### src/rtl/spim_pkg.sv
package spim_pkg;
  typedef struct packed {
    logic       load;
    logic [7:0] txByte;
  } dpCmd_t;

  typedef struct packed {
    logic       done;
    logic [7:0] rxByte;
  } dpStat_t;

  typedef enum logic [2:0] {
    S_IDLE, S_FETCH, S_LOAD, S_SHIFT, S_STORE, S_PAUSE
  } state_t;

  localparam logic [3:0] A_START  = 4'd0;
  localparam logic [3:0] A_STOP   = 4'd1;
  localparam logic [3:0] A_SUSP   = 4'd2;
  localparam logic [3:0] A_RESUME = 4'd3;
  localparam logic [3:0] A_FLAGS  = 4'd4;
  localparam logic [3:0] A_IRQEN  = 4'd5;
  localparam logic [3:0] A_CHAIN  = 4'd6;
  localparam logic [3:0] A_CLKDIV = 4'd7;
  localparam logic [3:0] A_TXPTR  = 4'd8;
  localparam logic [3:0] A_TXMAX  = 4'd9;
  localparam logic [3:0] A_TXAMT  = 4'd10;
  localparam logic [3:0] A_RXPTR  = 4'd11;
  localparam logic [3:0] A_RXMAX  = 4'd12;
  localparam logic [3:0] A_RXAMT  = 4'd13;
  localparam logic [3:0] A_FILL   = 4'd14;

  localparam int EV_BEGUN = 0;
  localparam int EV_HALT  = 1;
  localparam int EV_TXD   = 2;
  localparam int EV_RXD   = 3;
  localparam int EV_BOTH  = 4;
  localparam int NEV      = 5;
endpackage

### src/rtl/spim_shift.sv
module spim_shift
  import spim_pkg::*;
#(
  parameter int FW = 3
) (
  input  logic          clk,
  input  logic          rstN,
  input  dpCmd_t        cmd,
  input  logic [FW-1:0] freqSel,
  input  logic          miso,
  output logic          sck,
  output logic          mosi,
  output dpStat_t       stat
);
  localparam int DIVW = (1 << FW) - 1;

  logic            busy, done;
  logic [7:0]      txSh, rxSh;
  logic [2:0]      bitCnt;
  logic [DIVW-1:0] divCnt;
  logic [DIVW:0]   halfM1;
  logic            tick;

  assign halfM1 = ((DIVW+1)'(1) << freqSel) - 1'b1;
  assign tick   = ({1'b0, divCnt} == halfM1);
  assign mosi   = txSh[7];
  assign stat.done   = done;
  assign stat.rxByte = rxSh;

  always_ff @(posedge clk or negedge rstN) begin
    if (!rstN) begin
      busy <= 1'b0; sck <= 1'b0; done <= 1'b0;
      txSh <= '0; rxSh <= '0; bitCnt <= '0; divCnt <= '0;
    end else begin
      done <= 1'b0;
      if (cmd.load) begin
        busy <= 1'b1; sck <= 1'b0; txSh <= cmd.txByte;
        bitCnt <= '0; divCnt <= '0;
      end else if (busy) begin
        if (tick) begin
          divCnt <= '0;
          if (!sck) begin
            sck  <= 1'b1;
            rxSh <= {rxSh[6:0], miso};
          end else begin
            sck    <= 1'b0;
            txSh   <= {txSh[6:0], 1'b0};
            bitCnt <= bitCnt + 1'b1;
            if (bitCnt == 3'd7) begin
              busy <= 1'b0;
              done <= 1'b1;
            end
          end
        end else begin
          divCnt <= divCnt + 1'b1;
        end
      end
    end
  end

  // data out is held steady for the whole high phase of SCK
  p_mosi_stable_high_r2: assert property (@(posedge clk) disable iff (!rstN)
    (sck && $past(sck)) |-> $stable(mosi));
  // SCK is low whenever a byte has just completed
  p_sck_low_after_byte_r2: assert property (@(posedge clk) disable iff (!rstN)
    done |-> !sck);
endmodule

### src/rtl/spim_ctrl.sv
module spim_ctrl
  import spim_pkg::*;
#(
  parameter int AW = 16,
  parameter int CW = 8,
  parameter int FW = 3,
  parameter int DW = 16
) (
  input  logic          clk,
  input  logic          rstN,
  input  logic [3:0]    regAddr,
  input  logic          regWe,
  input  logic [DW-1:0] regWdata,
  output logic [DW-1:0] regRdata,
  output logic          memRdEn,
  output logic [AW-1:0] memRdAddr,
  input  logic [7:0]    memRdData,
  output logic          memWrEn,
  output logic [AW-1:0] memWrAddr,
  output logic [7:0]    memWrData,
  output logic          irq,
  output logic [FW-1:0] freqSel,
  output dpCmd_t        cmd,
  input  dpStat_t       stat
);
  state_t state, stNext;
  logic [AW-1:0] txPtr, rxPtr, txPtrL, rxPtrL;
  logic [CW-1:0] txMax, rxMax, txMaxL, rxMaxL, txCnt, rxCnt, idx, total;
  logic [7:0]    fillByte;
  logic          chainEn, stopReq, suspReq;
  logic [NEV-1:0] irqEn, flags, ev;
  logic latch, idxInc, txInc, rxInc;
  logic tStart, tStop, tSusp, tResume, flagWr;

  assign tStart  = regWe && regAddr == A_START  && regWdata[0];
  assign tStop   = regWe && regAddr == A_STOP   && regWdata[0];
  assign tSusp   = regWe && regAddr == A_SUSP   && regWdata[0];
  assign tResume = regWe && regAddr == A_RESUME && regWdata[0];
  assign flagWr  = regWe && regAddr == A_FLAGS;

  assign total     = (txMaxL > rxMaxL) ? txMaxL : rxMaxL;
  assign memRdAddr = txPtrL + AW'(idx);
  assign memWrAddr = rxPtrL + AW'(idx);
  assign memWrData = stat.rxByte;
  assign irq       = |(flags & irqEn);

  always_comb begin
    stNext = state; ev = '0; memRdEn = 1'b0; memWrEn = 1'b0;
    cmd = '0; latch = 1'b0; idxInc = 1'b0; txInc = 1'b0; rxInc = 1'b0;
    case (state)
      S_IDLE: begin
        if (tStart) begin
          latch = 1'b1; ev[EV_BEGUN] = 1'b1; stNext = S_FETCH;
        end else if (tStop) ev[EV_HALT] = 1'b1;
      end
      S_FETCH: begin
        if (total == '0) begin
          ev[EV_BOTH] = 1'b1; ev[EV_TXD] = 1'b1; ev[EV_RXD] = 1'b1;
          if (stopReq || tStop) begin
            ev[EV_HALT] = 1'b1; stNext = S_IDLE;
          end else if (chainEn) begin
            latch = 1'b1; ev[EV_BEGUN] = 1'b1;
          end else stNext = S_IDLE;
        end else begin
          memRdEn = idx < txMaxL;
          stNext  = S_LOAD;
        end
      end
      S_LOAD: begin
        cmd.load   = 1'b1;
        cmd.txByte = (idx < txMaxL) ? memRdData : fillByte;
        if (idx < txMaxL) begin
          txInc = 1'b1;
          ev[EV_TXD] = (idx == txMaxL - 1'b1);
        end
        stNext = S_SHIFT;
      end
      S_SHIFT: if (stat.done) stNext = S_STORE;
      S_STORE: begin
        idxInc = 1'b1;
        if (idx < rxMaxL) begin
          memWrEn = 1'b1; rxInc = 1'b1;
          ev[EV_RXD] = (idx == rxMaxL - 1'b1);
        end
        if (idx + 1'b1 == total) begin
          ev[EV_BOTH] = 1'b1;
          if (txMaxL == '0) ev[EV_TXD] = 1'b1;
          if (rxMaxL == '0) ev[EV_RXD] = 1'b1;
        end
        if (stopReq || tStop) begin
          ev[EV_HALT] = 1'b1; stNext = S_IDLE;
        end else if (idx + 1'b1 == total) begin
          if (chainEn) begin
            latch = 1'b1; ev[EV_BEGUN] = 1'b1; stNext = S_FETCH;
          end else stNext = S_IDLE;
        end else if (suspReq || tSusp) stNext = S_PAUSE;
        else stNext = S_FETCH;
      end
      S_PAUSE: begin
        if (tStop) begin
          ev[EV_HALT] = 1'b1; stNext = S_IDLE;
        end else if (tResume) stNext = S_FETCH;
      end
      default: stNext = S_IDLE;
    endcase
  end

  always_ff @(posedge clk or negedge rstN) begin
    if (!rstN) begin
      state <= S_IDLE; txPtr <= '0; rxPtr <= '0; txPtrL <= '0; rxPtrL <= '0;
      txMax <= '0; rxMax <= '0; txMaxL <= '0; rxMaxL <= '0;
      txCnt <= '0; rxCnt <= '0; idx <= '0; fillByte <= '0; freqSel <= '0;
      chainEn <= 1'b0; stopReq <= 1'b0; suspReq <= 1'b0;
      irqEn <= '0; flags <= '0;
    end else begin
      state <= stNext;
      if (regWe) begin
        case (regAddr)
          A_IRQEN:  irqEn    <= regWdata[NEV-1:0];
          A_CHAIN:  chainEn  <= regWdata[0];
          A_CLKDIV: freqSel  <= regWdata[FW-1:0];
          A_TXPTR:  txPtr    <= regWdata[AW-1:0];
          A_TXMAX:  txMax    <= regWdata[CW-1:0];
          A_RXPTR:  rxPtr    <= regWdata[AW-1:0];
          A_RXMAX:  rxMax    <= regWdata[CW-1:0];
          A_FILL:   fillByte <= regWdata[7:0];
          default: ;
        endcase
      end
      flags <= (flagWr ? (flags & regWdata[NEV-1:0]) : flags) | ev;
      if (stNext == S_IDLE || stNext == S_PAUSE) begin
        stopReq <= 1'b0; suspReq <= 1'b0;
      end else begin
        if (tStop && state != S_IDLE) stopReq <= 1'b1;
        if (tSusp && state != S_IDLE) suspReq <= 1'b1;
      end
      if (latch) begin
        txPtrL <= txPtr; rxPtrL <= rxPtr; txMaxL <= txMax; rxMaxL <= rxMax;
        txCnt <= '0; rxCnt <= '0; idx <= '0;
      end else begin
        if (txInc)  txCnt <= txCnt + 1'b1;
        if (rxInc)  rxCnt <= rxCnt + 1'b1;
        if (idxInc) idx   <= idx + 1'b1;
      end
    end
  end

  always_comb begin
    case (regAddr)
      A_FLAGS:  regRdata = DW'(flags);
      A_IRQEN:  regRdata = DW'(irqEn);
      A_CHAIN:  regRdata = DW'(chainEn);
      A_CLKDIV: regRdata = DW'(freqSel);
      A_TXPTR:  regRdata = DW'(txPtr);
      A_TXMAX:  regRdata = DW'(txMax);
      A_TXAMT:  regRdata = DW'(txCnt);
      A_RXPTR:  regRdata = DW'(rxPtr);
      A_RXMAX:  regRdata = DW'(rxMax);
      A_RXAMT:  regRdata = DW'(rxCnt);
      A_FILL:   regRdata = DW'(fillByte);
      default:  regRdata = '0;
    endcase
  end

  // fetches stay inside the transmit buffer
  p_rd_in_tx_r3: assert property (@(posedge clk) disable iff (!rstN)
    memRdEn |-> txCnt < txMaxL);
  // stores stay inside the receive buffer
  p_wr_in_rx_r4: assert property (@(posedge clk) disable iff (!rstN)
    memWrEn |-> rxCnt < rxMaxL);
  // both-done leaves both amounts at their maximum
  p_both_done_r5: assert property (@(posedge clk) disable iff (!rstN)
    (ev[EV_BOTH] && !latch) |=> (txCnt == txMaxL && rxCnt == rxMaxL));
  // counters hold while suspended
  p_pause_hold_r10: assert property (@(posedge clk) disable iff (!rstN)
    (state == S_PAUSE && $past(state) == S_PAUSE) |-> ($stable(txCnt) && $stable(rxCnt)));
  // flags only drop on a flags-register write
  p_flag_sticky_r12: assert property (@(posedge clk) disable iff (!rstN)
    !flagWr |=> ((flags & $past(flags)) == $past(flags)));
endmodule

### src/rtl/spim_dma_top.sv
module spim_dma_top
  import spim_pkg::*;
#(
  parameter int AW = 16,
  parameter int CW = 8,
  parameter int FW = 3,
  parameter int DW = 16
) (
  input  logic          clk,
  input  logic          rstN,
  input  logic [3:0]    regAddr,
  input  logic          regWe,
  input  logic [DW-1:0] regWdata,
  output logic [DW-1:0] regRdata,
  output logic          memRdEn,
  output logic [AW-1:0] memRdAddr,
  input  logic [7:0]    memRdData,
  output logic          memWrEn,
  output logic [AW-1:0] memWrAddr,
  output logic [7:0]    memWrData,
  output logic          sck,
  output logic          mosi,
  input  logic          miso,
  output logic          irq
);
  dpCmd_t        cmd;
  dpStat_t       stat;
  logic [FW-1:0] freqSel;

  spim_ctrl #(.AW(AW), .CW(CW), .FW(FW), .DW(DW)) u_ctrl (
    .clk(clk), .rstN(rstN), .regAddr(regAddr), .regWe(regWe),
    .regWdata(regWdata), .regRdata(regRdata),
    .memRdEn(memRdEn), .memRdAddr(memRdAddr), .memRdData(memRdData),
    .memWrEn(memWrEn), .memWrAddr(memWrAddr), .memWrData(memWrData),
    .irq(irq), .freqSel(freqSel), .cmd(cmd), .stat(stat)
  );

  spim_shift #(.FW(FW)) u_shift (
    .clk(clk), .rstN(rstN), .cmd(cmd), .freqSel(freqSel),
    .miso(miso), .sck(sck), .mosi(mosi), .stat(stat)
  );
endmodule

### config.mk
export PLATFORM = sky130hd
export DESIGN_NAME = spim_dma_top
export DESIGN_NICKNAME = d
export VERILOG_FILES = /design/src/rtl/spim_pkg.sv /design/src/rtl/spim_shift.sv /design/src/rtl/spim_ctrl.sv /design/src/rtl/spim_dma_top.sv
export SDC_FILE = /design/constraint.sdc
export NUM_CORES = 1
export LEC_CHECK = 0
export ABC_AREA = 0
export BUFFER_PORTS_ARGS = -buffer_cell sky130_fd_sc_hd__buf_2
export CELL_PAD_IN_SITES_DETAIL_PLACEMENT = 1
export CELL_PAD_IN_SITES_GLOBAL_PLACEMENT = 1
export CORE_MARGIN = 3
export CORE_UTILIZATION = 47
export CTS_CLUSTER_SIZE = 14
export DETAILED_ROUTE_END_ITERATION = 10
export HOLD_SLACK_MARGIN = 0.12
export PLACE_DENSITY_LB_ADDON = 0.08
export REMOVE_ABC_BUFFERS = 1
export SYNTH_ARGS = -nofsm -noshare
export SYNTH_HDL_FRONTEND = slang
export SYNTH_SLANG_ARGS = --single-unit
### constraint.sdc
create_clock -name clk -period 4 [get_ports clk]
set_clock_uncertainty 0.2 [all_clocks]
set_input_delay 0.6 -clock clk [delete_from_list [all_inputs] [get_ports clk]]
set_output_delay 0.6 -clock clk [all_outputs]
set_load 0.01 [all_outputs]
; ---- Word-level counts from Yosys, hierarchy flattened
; Cells that the tools add are included.
[totals]
regBits = 176
latchBits = 0
mem_bits_rw = 0
mem_bits_ro = 0
input_bits = 32
output_inout_bits = 61
elab_cells = 190
n_memories = 0
[classes]
n_addsub = 10
multipliers = 0
div_mod_pow = 0
n_lt_le_gt_ge = 3
eq_ne = 25
shifts = 1
mux = 79
n_bitwise = 5
n_reduce_logical = 41
[op_table]
columns = operator, n
row1 = $pmux W16 S11, 1
row2 = $mux W8, 12
row3 = $mux W3, 15
row4 = $mux W1, 39
row5 = $add A16 B8 Y16, 2
row6 = $eq A4 B4 Y1 const B, 7
row7 = $add A8 B1 Y8 const B, 3
row8 = $eq A8 B8 Y1, 3
row9 = $logic_not A8 Y1, 3
row10 = $sub A8 B1 Y8 const B, 3
row11 = $mux W7, 3
row12 = $pmux W3 S6, 1
row13 = $reduce_and A2 Y1, 9
row14 = $eq A4 B3 Y1 const B, 4
row15 = $lt A8 B8 Y1, 2
row16 = $reduce_bool A2 Y1, 8
row17 = $eq A3 B3 Y1 const B, 4
row18 = $logic_and A1 B1 Y1, 11
row19 = $and A5 B5 Y5, 2
row20 = $mux W5, 2
row21 = $mux W9, 1
row22 = $pmux W1 S3, 3
row23 = $eq A4 B2 Y1 const B, 2
row24 = $eq A7 B8 Y1, 1
row25 = other kinds (18), 23

; ---- Longest topological paths before layout
; Gate-level depths: netlist of the first run.
[depth]
depth_word = 11
mapped_depth = 14
ltp_nobuf = 12

; ---- Modules after synthesis
; A second synthesis of the first run with hierarchy kept.
[unflattened]
hier_cells = 1092
hier_area_um2 = 11302.1
[by_module_without_submodules]
columns = module, n_inst, cells_per_inst, area_per_inst_um2, seq_area_each_um2
row1 = spim_ctrl, 1, 909, 9495.4, 3678.5
row2 = spim_shift, 1, 183, 1806.7, 725.7

; ---- Worst setup path after synthesis of the first run
; No wires, ideal clock.
[synth_timing]
path_kind = register to register
from = register u_ctrl.rxMaxL[7]
to = register u_ctrl.rxMaxL[7]
arrival_ns = 3.068
path_slack_ns = 0.599
stages_incl_launch_ff = 13
path_buffers = 2
synth_period_minus_slack_ns = 3.401
cell_sequence = dfrtp_1 > inv_1 > ha_1 > and3_1 > a221oi_2 > nor2_1 > a221o_1 > xnor2_1 > nand3b_1 > nor4_4 > buf_2 > buf_2 > o211ai_1
[synth_between]
elab_chain_len = 6
[synth_rtl]
columns = element, line_no
row1 = from (decl), spim_ctrl.sv:28  ; logic [CW-1:0] txMax, rxMax, txMaxL, rxMaxL, txCnt, rxCnt, idx, total;
row2 = from (signal assigned), spim_ctrl.sv:138  ; txPtrL <= txPtr; rxPtrL <= rxPtr; txMaxL <= txMax; rxMaxL <= rxMax;
row3 = $gt A8 B8 Y1, spim_ctrl.sv:41  ; assign total = (txMaxL > rxMaxL) ? txMaxL : rxMaxL;
row4 = $mux W8 *, spim_ctrl.sv:41
row5 = $eq A8 B8 Y1, spim_ctrl.sv:92  ; end else if (idx + 1'b1 == total) begin
row6 = $mux W1, spim_ctrl.sv:92
row7 = $mux W1, spim_ctrl.sv:90  ; if (stopReq || tStop) begin
row8 = $pmux W1 S3 *, spim_ctrl.sv:50  ; case (state)
; Every way passes the cells marked *; elsewhere a longest branch is shown, timed or not.
; A chain may end at the register's enable or synchronous reset.

; ---- Worst setup path after layout of the first run
[layout_timing]
from = register u_ctrl.rxMaxL[7]
to = register u_ctrl.flags[0]
[layout_between]
elab_chain_len = 7
[layout_rtl]
columns = element, line_no
row1 = $gt A8 B8 Y1, spim_ctrl.sv:41
row2 = $mux W8 *, spim_ctrl.sv:41
row3 = $eq A8 B8 Y1, spim_ctrl.sv:92
row4 = $mux W1, spim_ctrl.sv:92
row5 = $mux W1, spim_ctrl.sv:90
row6 = $pmux W1 S3 *, spim_ctrl.sv:50
row7 = $or A5 B5 Y5 *, spim_ctrl.sv:130  ; flags <= (flagWr ? (flags & regWdata[NEV-1:0]) : flags) | ev;
row8 = to (signal assigned), spim_ctrl.sv:130
row9 = to (decl), spim_ctrl.sv:31  ; logic [NEV-1:0] irqEn, flags, ev;
; Marked as above.

==> metrics.md, run 1 <==
| Metric | Value |
|---|---|
| Status | `finished, final reports clean` |
| Initial DRC count | `978` |
| First-pass GRT wire length | `approximately 65000 um` |
| Clk pwr share | `0.305` |
| DIE HEIGHT | `164 um` |
| # DRC | `0` |
| Vias in the first global route | `11420` |
| Actual slew at the worst max-slew pin | `~860 ps` |
| Bufs and invs on worst path | `4` |
| Yosys warns | `0` |
| Final ANT Viol Nets | `0` |
| Root buffer cell | `clkbuf_16` |
| Initial antenna violation count | `1` |
| Logic pwr share | `0.257` |
| Gpl congestion | `0.968` |
| Kind of cell adding the most delay to the critical path | `simple AND/OR/NAND/NOR gates` |
| Drt total wl | `about 41000 um` |
| Primary FF master, synth | `dfrtp_1` |
| IO Pins | `93` |
| Fraction of layout cells with a size suffix above 1 | `0.211` |
| Sw Share | `0.377` |
| Starting density of the core | `0.480` |
| Slowest cell on crit path | `a221o_2` |
| Origin of the critical flop-to-flop path | `u_ctrl.rxMaxL[7]` |
| Flop pwr share | `0.438` |
| Grt ovf | `0` |
| Total global-route track usage | `0.309` |
| CP required | `4120 ps` |
| Std cell rows | `between 50 and 60` |
| CTS Sinks | `176` |
| Diode count | `0` |
| Number of fill cells | `2850` |
| Cell breakdown of the critical path | `inv_1 -> ha_1 -> and3_1 -> a221o_2 -> nand2_1 -> nor2_1 -> or4_1 -> nand4b_1 -> nor4_4 -> buf_4 -> buf_12 -> o21a_1 -> buf_4 -> or3_1` |
| Maximum vdd ir drop | `0.265 mV` |
| Final Cycle Share | `0.958` |
| Crit path launch | `u_ctrl.rxMaxL[7]` |
| Total number of vias | `11094` |
| Slowest Stage Delay on Critical Path | `470 ps` |
| TritonRoute pass-1 iters | `5` |
| Largest net degree at the start of global routing | `between 100 and 150` |
| Tmin final | `approximately 3800 ps` |
| Setup crit start kind | `flop` |
| Fmax | `261 MHz` |
| Clock-pin slew on the worst setup and hold paths | `90 ps` |
| Fin cells | `1739` |
| Detailed Place HPWL | `28800 um` |
| CP Capture Type | `flop` |
| Die Span X | `164 um` |
| Cell Area, Synth | `11800 um^2` |
| Nets | `approximately 1500` |
| DP Cell Count | `1694` |
| Wire per inst | `23.6 um` |
| PortBufs | `92` |
| Final setup violation count | `0` |
| Worst Hold Launch | `miso` |
| CTS tree | `yes` |
| EDFF count, synth | `0` |
| CP max FO | `17` |
| Syn Area/Cell | `8.96 um^2` |
| Max cap viols | `0` |
| Hold Slack | `between 150 and 200 ps` |
| Async set-or-reset flop fraction in the synthesized netlist | `1.00` |
| Routing usage on met2 | `0.492` |
| Htree depth | `4` |
| FF+latch count, synth | `176` |
| Core ar. | `24500 um^2` |
| Met1 usage | `0.416` |
| Crit path arrival time | `3950 ps` |
| Post-synthesis sequential area ratio | `0.375` |
| PD cells | `431 nW/um^2` |
| Worst Path Class, Setup | `flop to flop` |
| Synth unique cells | `62` |
| CTS max path bufs | `2` |
| Switch Pwr | `2.21 mW` |
| P_int | `3.66 mW` |
| Die area | `~27000 um^2` |
| Pleak | `5.95 nW` |
| Vias/cell | `6.38` |
| Worst skew pair latency | `between 400 and 500 ps` |
| HP Class | `input port to flop` |
| GRT busiest layer | `met2` |
| Met3 layer usage reported by global route | `0.0550` |
| Final Max Tran Viols | `0` |
| Final hold violation count | `0` |
| Num CTS Buffers | `17` |
| Most frequent CP cell | `buf_4` |
| Gate Count Post-Synth | `between 1000 and 1500` |
| Area grow syn2layout | `16.1%` |
| Max-Slew Margin vs Limit | `0.423` |
==> per-stage QoR <==
step	power [mW]	setup TNS, ps	setup slack [ps]	cell area (um^2)	util
global route	6.17	-33.9	-30.5	13600	0.558
CTS	5.86	0	1.20	13500	0.550
global placement	3.98	0	279	12800	0.523
finish	5.88	0	168	13600	0.558
floorplan	3.38	-433990	-6090	11400	-
detailed placement	4.05	0	86.5	12800	0.523
==> synth_stat cells, drive strengths merged, types with 3 or more instances <==
cell type / instances / share of area
nand2: 138 / 0.044
nand3: 99 / 0.042
a22oi: 8 / 0.0051
nor2: 74 / 0.024
clkbuf: 73 / 0.023
and3: 6 / 0.0032
o32ai: 7 / 0.0052
nor3: 53 / 0.023
and2: 3 / 0.0016
o311ai: 30 / 0.022
nor3b: 5 / 0.0032
dfrtp: 176 / 0.37
nand2b: 8 / 0.0043
xnor2: 49 / 0.037
and4: 3 / 0.0022
xor2: 33 / 0.025
a31oi: 56 / 0.030
mux2: 83 / 0.080
a211oi: 9 / 0.0062
ha: 48 / 0.051
o21ai: 74 / 0.032
a221o: 5 / 0.0043
nor2b: 13 / 0.0069
nor4: 6 / 0.0045
a21boi: 3 / 0.0019
nand3b: 4 / 0.0026
nor4b: 3 / 0.0022
a221oi: 6 / 0.0050
o21a: 7 / 0.0045
o31ai: 21 / 0.013
a32oi: 4 / 0.0030
o211ai: 23 / 0.015
inv: 41 / 0.013
a21o: 11 / 0.0070
nand4: 9 / 0.0048
mux2i: 23 / 0.020
or3: 5 / 0.0027
a22o: 10 / 0.0075
buf: 14 / 0.0053
a21oi: 43 / 0.018
==> power groups by stage <==
stage | clock (mW) | sequential (mW) | combinational (mW)
final | 1.79 | 2.57 | 1.51
after global routing | 1.89 | 2.61 | 1.67
after CTS | 1.81 | 2.56 | 1.49
after detailed placement | 0 | 2.59 | 1.46
after global placement | 0 | 2.57 | 1.41
after floorplan | 0 | 2.41 | 0.977
==> area by class of cell <==
cell class              count  area (um^2)  share of cell area
multi-input cells        1007         6960               0.511
clock inverters            15          214              0.0157
flip-flops and latches    176         4410               0.323
clock buffers              17          425              0.0312
repair buffers            159         1070              0.0785
inverters                  41          154              0.0113
well taps                 324          405              0.0297
==> cells by family after synthesis <==
| logic type | count (synthesis) | synth area share |
|---|---|---|
| buf+inv | 128 | 0.0417 |
| simple gates | 433 | 0.174 |
| fa+ha+maj | 50 | 0.0545 |
| compound gates | 335 | 0.193 |
| mux | 107 | 0.101 |
| flops | 176 | 0.375 |
| xor+xnor | 82 | 0.0611 |
==> cell usage in the layout (no fill, tap or decap), types with 9 or more instances in the layout <==
cell	netlist	routed
dfrtp_1	176	175
nand2_1	138	138
nand3_1	99	98
buf_2	8	91
mux2_2	83	83
nor2_1	74	72
o21ai_0	74	70
buf_4	0	58
a31oi_1	56	56
nor3_1	52	51
xnor2_1	49	49
ha_1	48	48
inv_1	41	41
a21oi_1	43	36
xor2_1	33	33
o311ai_0	30	30
o211ai_1	23	23
mux2i_1	23	23
o31ai_1	21	21
clkbuf_16	0	17
nor2b_1	13	13
a21o_1	11	11
a22o_1	10	10
nand4_1	9	9
==> layer usage <==
layer / wire length [um] / share of wire
met5: 14 / 0.00034
met4: 1750 / 0.043
met3: 2290 / 0.056
met2: 19200 / 0.47
met1: 17700 / 0.43
==> state kept, by name, summed over array words and instances (netlist names), 7 cells and up <==
signal and count:
u_ctrl.txMax 8, u_ctrl.rxMax 8, u_ctrl.txCnt 8, u_ctrl.rxMaxL 8, u_ctrl.idx 8, u_ctrl.txPtr 16, u_ctrl.fillByte 8, u_shift.divCnt 7
u_ctrl.txMaxL 8, u_ctrl.rxPtr 16, u_ctrl.txPtrL 16, u_ctrl.rxCnt 8, u_ctrl.rxPtrL 16, u_shift.rxSh 8, u_shift.txSh 8
==> path summary, 6_finish.rpt <==
check | slack (ps) | cells after the start | end
max reg2reg | 170 | 14 | u_ctrl.flags[0]
max in group asynchronous | 2150 | 3 | u_ctrl.flags[0]
min in group asynchronous | 540 | 2 | u_ctrl.idx[7]
max | 170 | 14 | u_ctrl.flags[0]
min | 180 | 2 | u_shift.rxSh[0]
min reg2reg | 310 | 2 | u_shift.txSh[0]
==> timing repair <==
item | CTS | global route
gates resized for setup | 6 | 24
hold endpoints to repair | 66 | 0
hold buffers | 1 | 0
endpoints found under the setup margin | 8 | 94
pin swaps | 0 | 12
buffers inserted | 0 | 12
(Power assumes the default switching activity.)
==> run 2: changes to the inputs <==
--- a/config.mk
+++ b/config.mk
@@ -14,8 +14,8 @@
 export CTS_CLUSTER_SIZE = 14
 export DETAILED_ROUTE_END_ITERATION = 10
 export HOLD_SLACK_MARGIN = 0.12
+export MAX_ROUTING_LAYER = met4
 export PLACE_DENSITY_LB_ADDON = 0.08
-export REMOVE_ABC_BUFFERS = 1
 export SYNTH_ARGS = -nofsm -noshare
 export SYNTH_HDL_FRONTEND = slang
 export SYNTH_SLANG_ARGS = --single-unit
==> run 2 against run 1 <==
Net effect:
- first-iteration DRC count grew 2.6%
- combinational power decreased by 3%
- largest cell class unchanged
- sequential share of layout area is 0.075 points higher
- utilization down 0.097 points
- sequential cell count unchanged
- global-route usage fell by 0.22 points
- non-clock buffer count fell by 3
- setup slack improved by 16 ps
- maximum frequency grew 0.41%
==> metrics.md, run 2 (synthesis gave the netlist of run 1 again) <==
| Metric | Value |
|---|---|
| Cell breakdown of the critical path | `inv_1 -> ha_1 -> and3_1 -> a221oi_4 -> nor2_2 -> o2111ai_4 -> nand2_1 -> nor4b_2 -> buf_2` |
| Setup crit start kind | `flop` |
| Starting density of the core | `0.480` |
| Most common cell after layout, fill and taps aside | `dfrtp_1` |
| HP Class | `input port to flop` |
| Grt ovf | `0` |
| Clock-pin slew on the worst setup and hold paths | `90 ps` |
| Nets | `around 1500` |
| Final core occ | `0.557` |
| DIE HEIGHT | `164 um` |
| Wire per inst | `22.8 um` |
| Fmax | `262 MHz` |
| Most frequent cells in the layout | `dfrtp_1 (173), nand2_1 (138), nand3_1 (98), buf_2 (91), mux2_2 (83)` |
| Die Span X | `between 150 and 200 um` |
| Pleak | `5.93 nW` |
| Std cell rows | `57` |
| Highest metal used | `met4` |
| Mapped Nets | `1393` |
| Vias in the first global route | `10830` |
| CP Capture Type | `output port` |
| Root buffer cell | `clkbuf_16` |
| Worst Path Class, Setup | `flop to output port` |
| IO Pins | `93` |
| Max cap viols | `0` |
| CP required | `about 3200 ps` |
| Area grow syn2layout | `15.9%` |
| Gpl congestion | `0.967` |
| CTS tree | `yes` |
| CP max FO | `9` |
| Die area | `26900 um^2` |
| Total power | `5.81 mW` |
| Fraction of layout cells with a size suffix above 1 | `0.208` |
| Maximum vdd ir drop | `0.324 mV` |
| WHS Path Cells | `2` |
| Initial antenna violation count | `0` |
| Num CTS Buffers | `17` |
| Initial DRC count | `about 1000` |
| Final ANT Viol Nets | `0` |
| Tmin final | `3820 ps` |
| Worst skew pair latency | `440 ps` |
| Final setup violation count | `0` |
| Setup_tns | `0 ps` |
| WL met2 | `18100 um` |
| Vias/cell | `6.33` |
| Core ar. | `between 20000 and 25000 um^2` |
| PortBufs | `92` |
| Max-Slew Margin vs Limit | `0.390` |
| # DRC | `0` |
| CTS max path bufs | `2` |
| PD cells | `427 nW/um^2` |
| Largest net degree at the start of global routing | `112` |
| Met3 Wirelength | `2400 um` |
| First-pass GRT wire length | `62600 um` |
| Cells on worst reg2reg path | `12` |
| Slowest Stage Delay on Critical Path | `430 ps` |
| Detailed Place HPWL | `28600 um` |
| Final Max Tran Viols | `0` |
| Total number of vias | `10991` |
| Total global-route track usage | `0.307` |
| TritonRoute pass-1 iters | `5` |
| Wire length on met1 | `18200 um` |
| Htree depth | `4` |
| Drt total wl | `39500 um` |
| Slowest cell on crit path | `dfrtp_2` |
| CTS Sinks | `~180` |
| Final hold violation count | `0` |
| Final Cycle Share | `0.954` |
| Diode count | `0` |
| Crit path arrival time | `3020 ps` |
| Actual slew at the worst max-slew pin | `approximately 920 ps` |
| Status | `finished, final reports clean` |
## run 2: cell types whose count changed in the layout (fill, tap and decap cells not counted), moves of 3 or more
cell | previous run | this run
buf_4 | 58 | 52
a21oi_1 | 36 | 41
buf_12 | 6 | 10
inv_8 | 0 | 4
a21oi_2 | 5 | 2
## run 2: path summary, 6_finish.rpt
path / to / slack [ps] / start
max: memRdEn / 180 / u_ctrl.rxMaxL[7]
min: u_shift.rxSh[0] / 190 / miso
max reg2reg: u_ctrl.txPtrL[2] / 240 / u_ctrl.rxMaxL[7]
min reg2reg: u_shift.txSh[0] / 320 / u_shift.txSh[0]
max in group asynchronous: u_ctrl.rxMaxL[7] / 2220 / rstN
min in group asynchronous: u_ctrl.idx[2] / 570 / rstN
## run 2: final cells by class
| class | instances | area (um^2) |
|---|---|---|
| fillers | 2849 | 10800 |
| flip-flops and latches | 176 | 4410 |
| clock buffers | 17 | 425 |
| clock inverters | 15 | 200 |
| repair buffers | 156 | 1080 |
| inverters | 41 | 154 |
| multi-input cells | 1007 | 6940 |
| well taps | 324 | 405 |
## run 2: repair_timing
item / CTS / global route
endpoints found under the setup margin: 4 / 18
resized for setup: 4 / 18
pin swaps: 2 / 7
hold buffers: 1 / 0
hold endpoints to repair: 61 / 0
setup buffers: 1 / 6
## run 2: report_power, final
group	leakage, nW	internal (mW)	switching (mW)
registers	1.94	2.09	0.486
clock network	0.299	0.868	0.890
logic	3.70	0.689	0.785
## run 2: critical path, delay by kind of cell (launching register included)
family                   cells  cell delay [ps]
AO/OA/AOI/OAI                2              640
flip-flops                   1              430
AND/OR/NAND/NOR              4              840
adder cells (fa/ha/maj)      1              390
buffers and inverters        2              280
## run 2: per-layer routing
| layer | GRT usage | vias up |
|---|---|---|
| li1 | - | 5025 |
| met1 | 0.440 | 5560 |
| met2 | 0.463 | 343 |
| met3 | 0.0391 | 63 |
| met4 | 0.0784 | 0 |
| met5 | - | - |
## run 2: through the flow
stage	setup WS (ps)	std cells	cell area [um^2]	hold slack, ps
final	184	1736	13600	188
after detailed placement	259	1696	12900	297
after global routing	-4.59	1736	13600	183
after floorplan	599	1311	11800	104
after global placement	393	1696	12900	289
after CTS	3.54	1730	13500	177
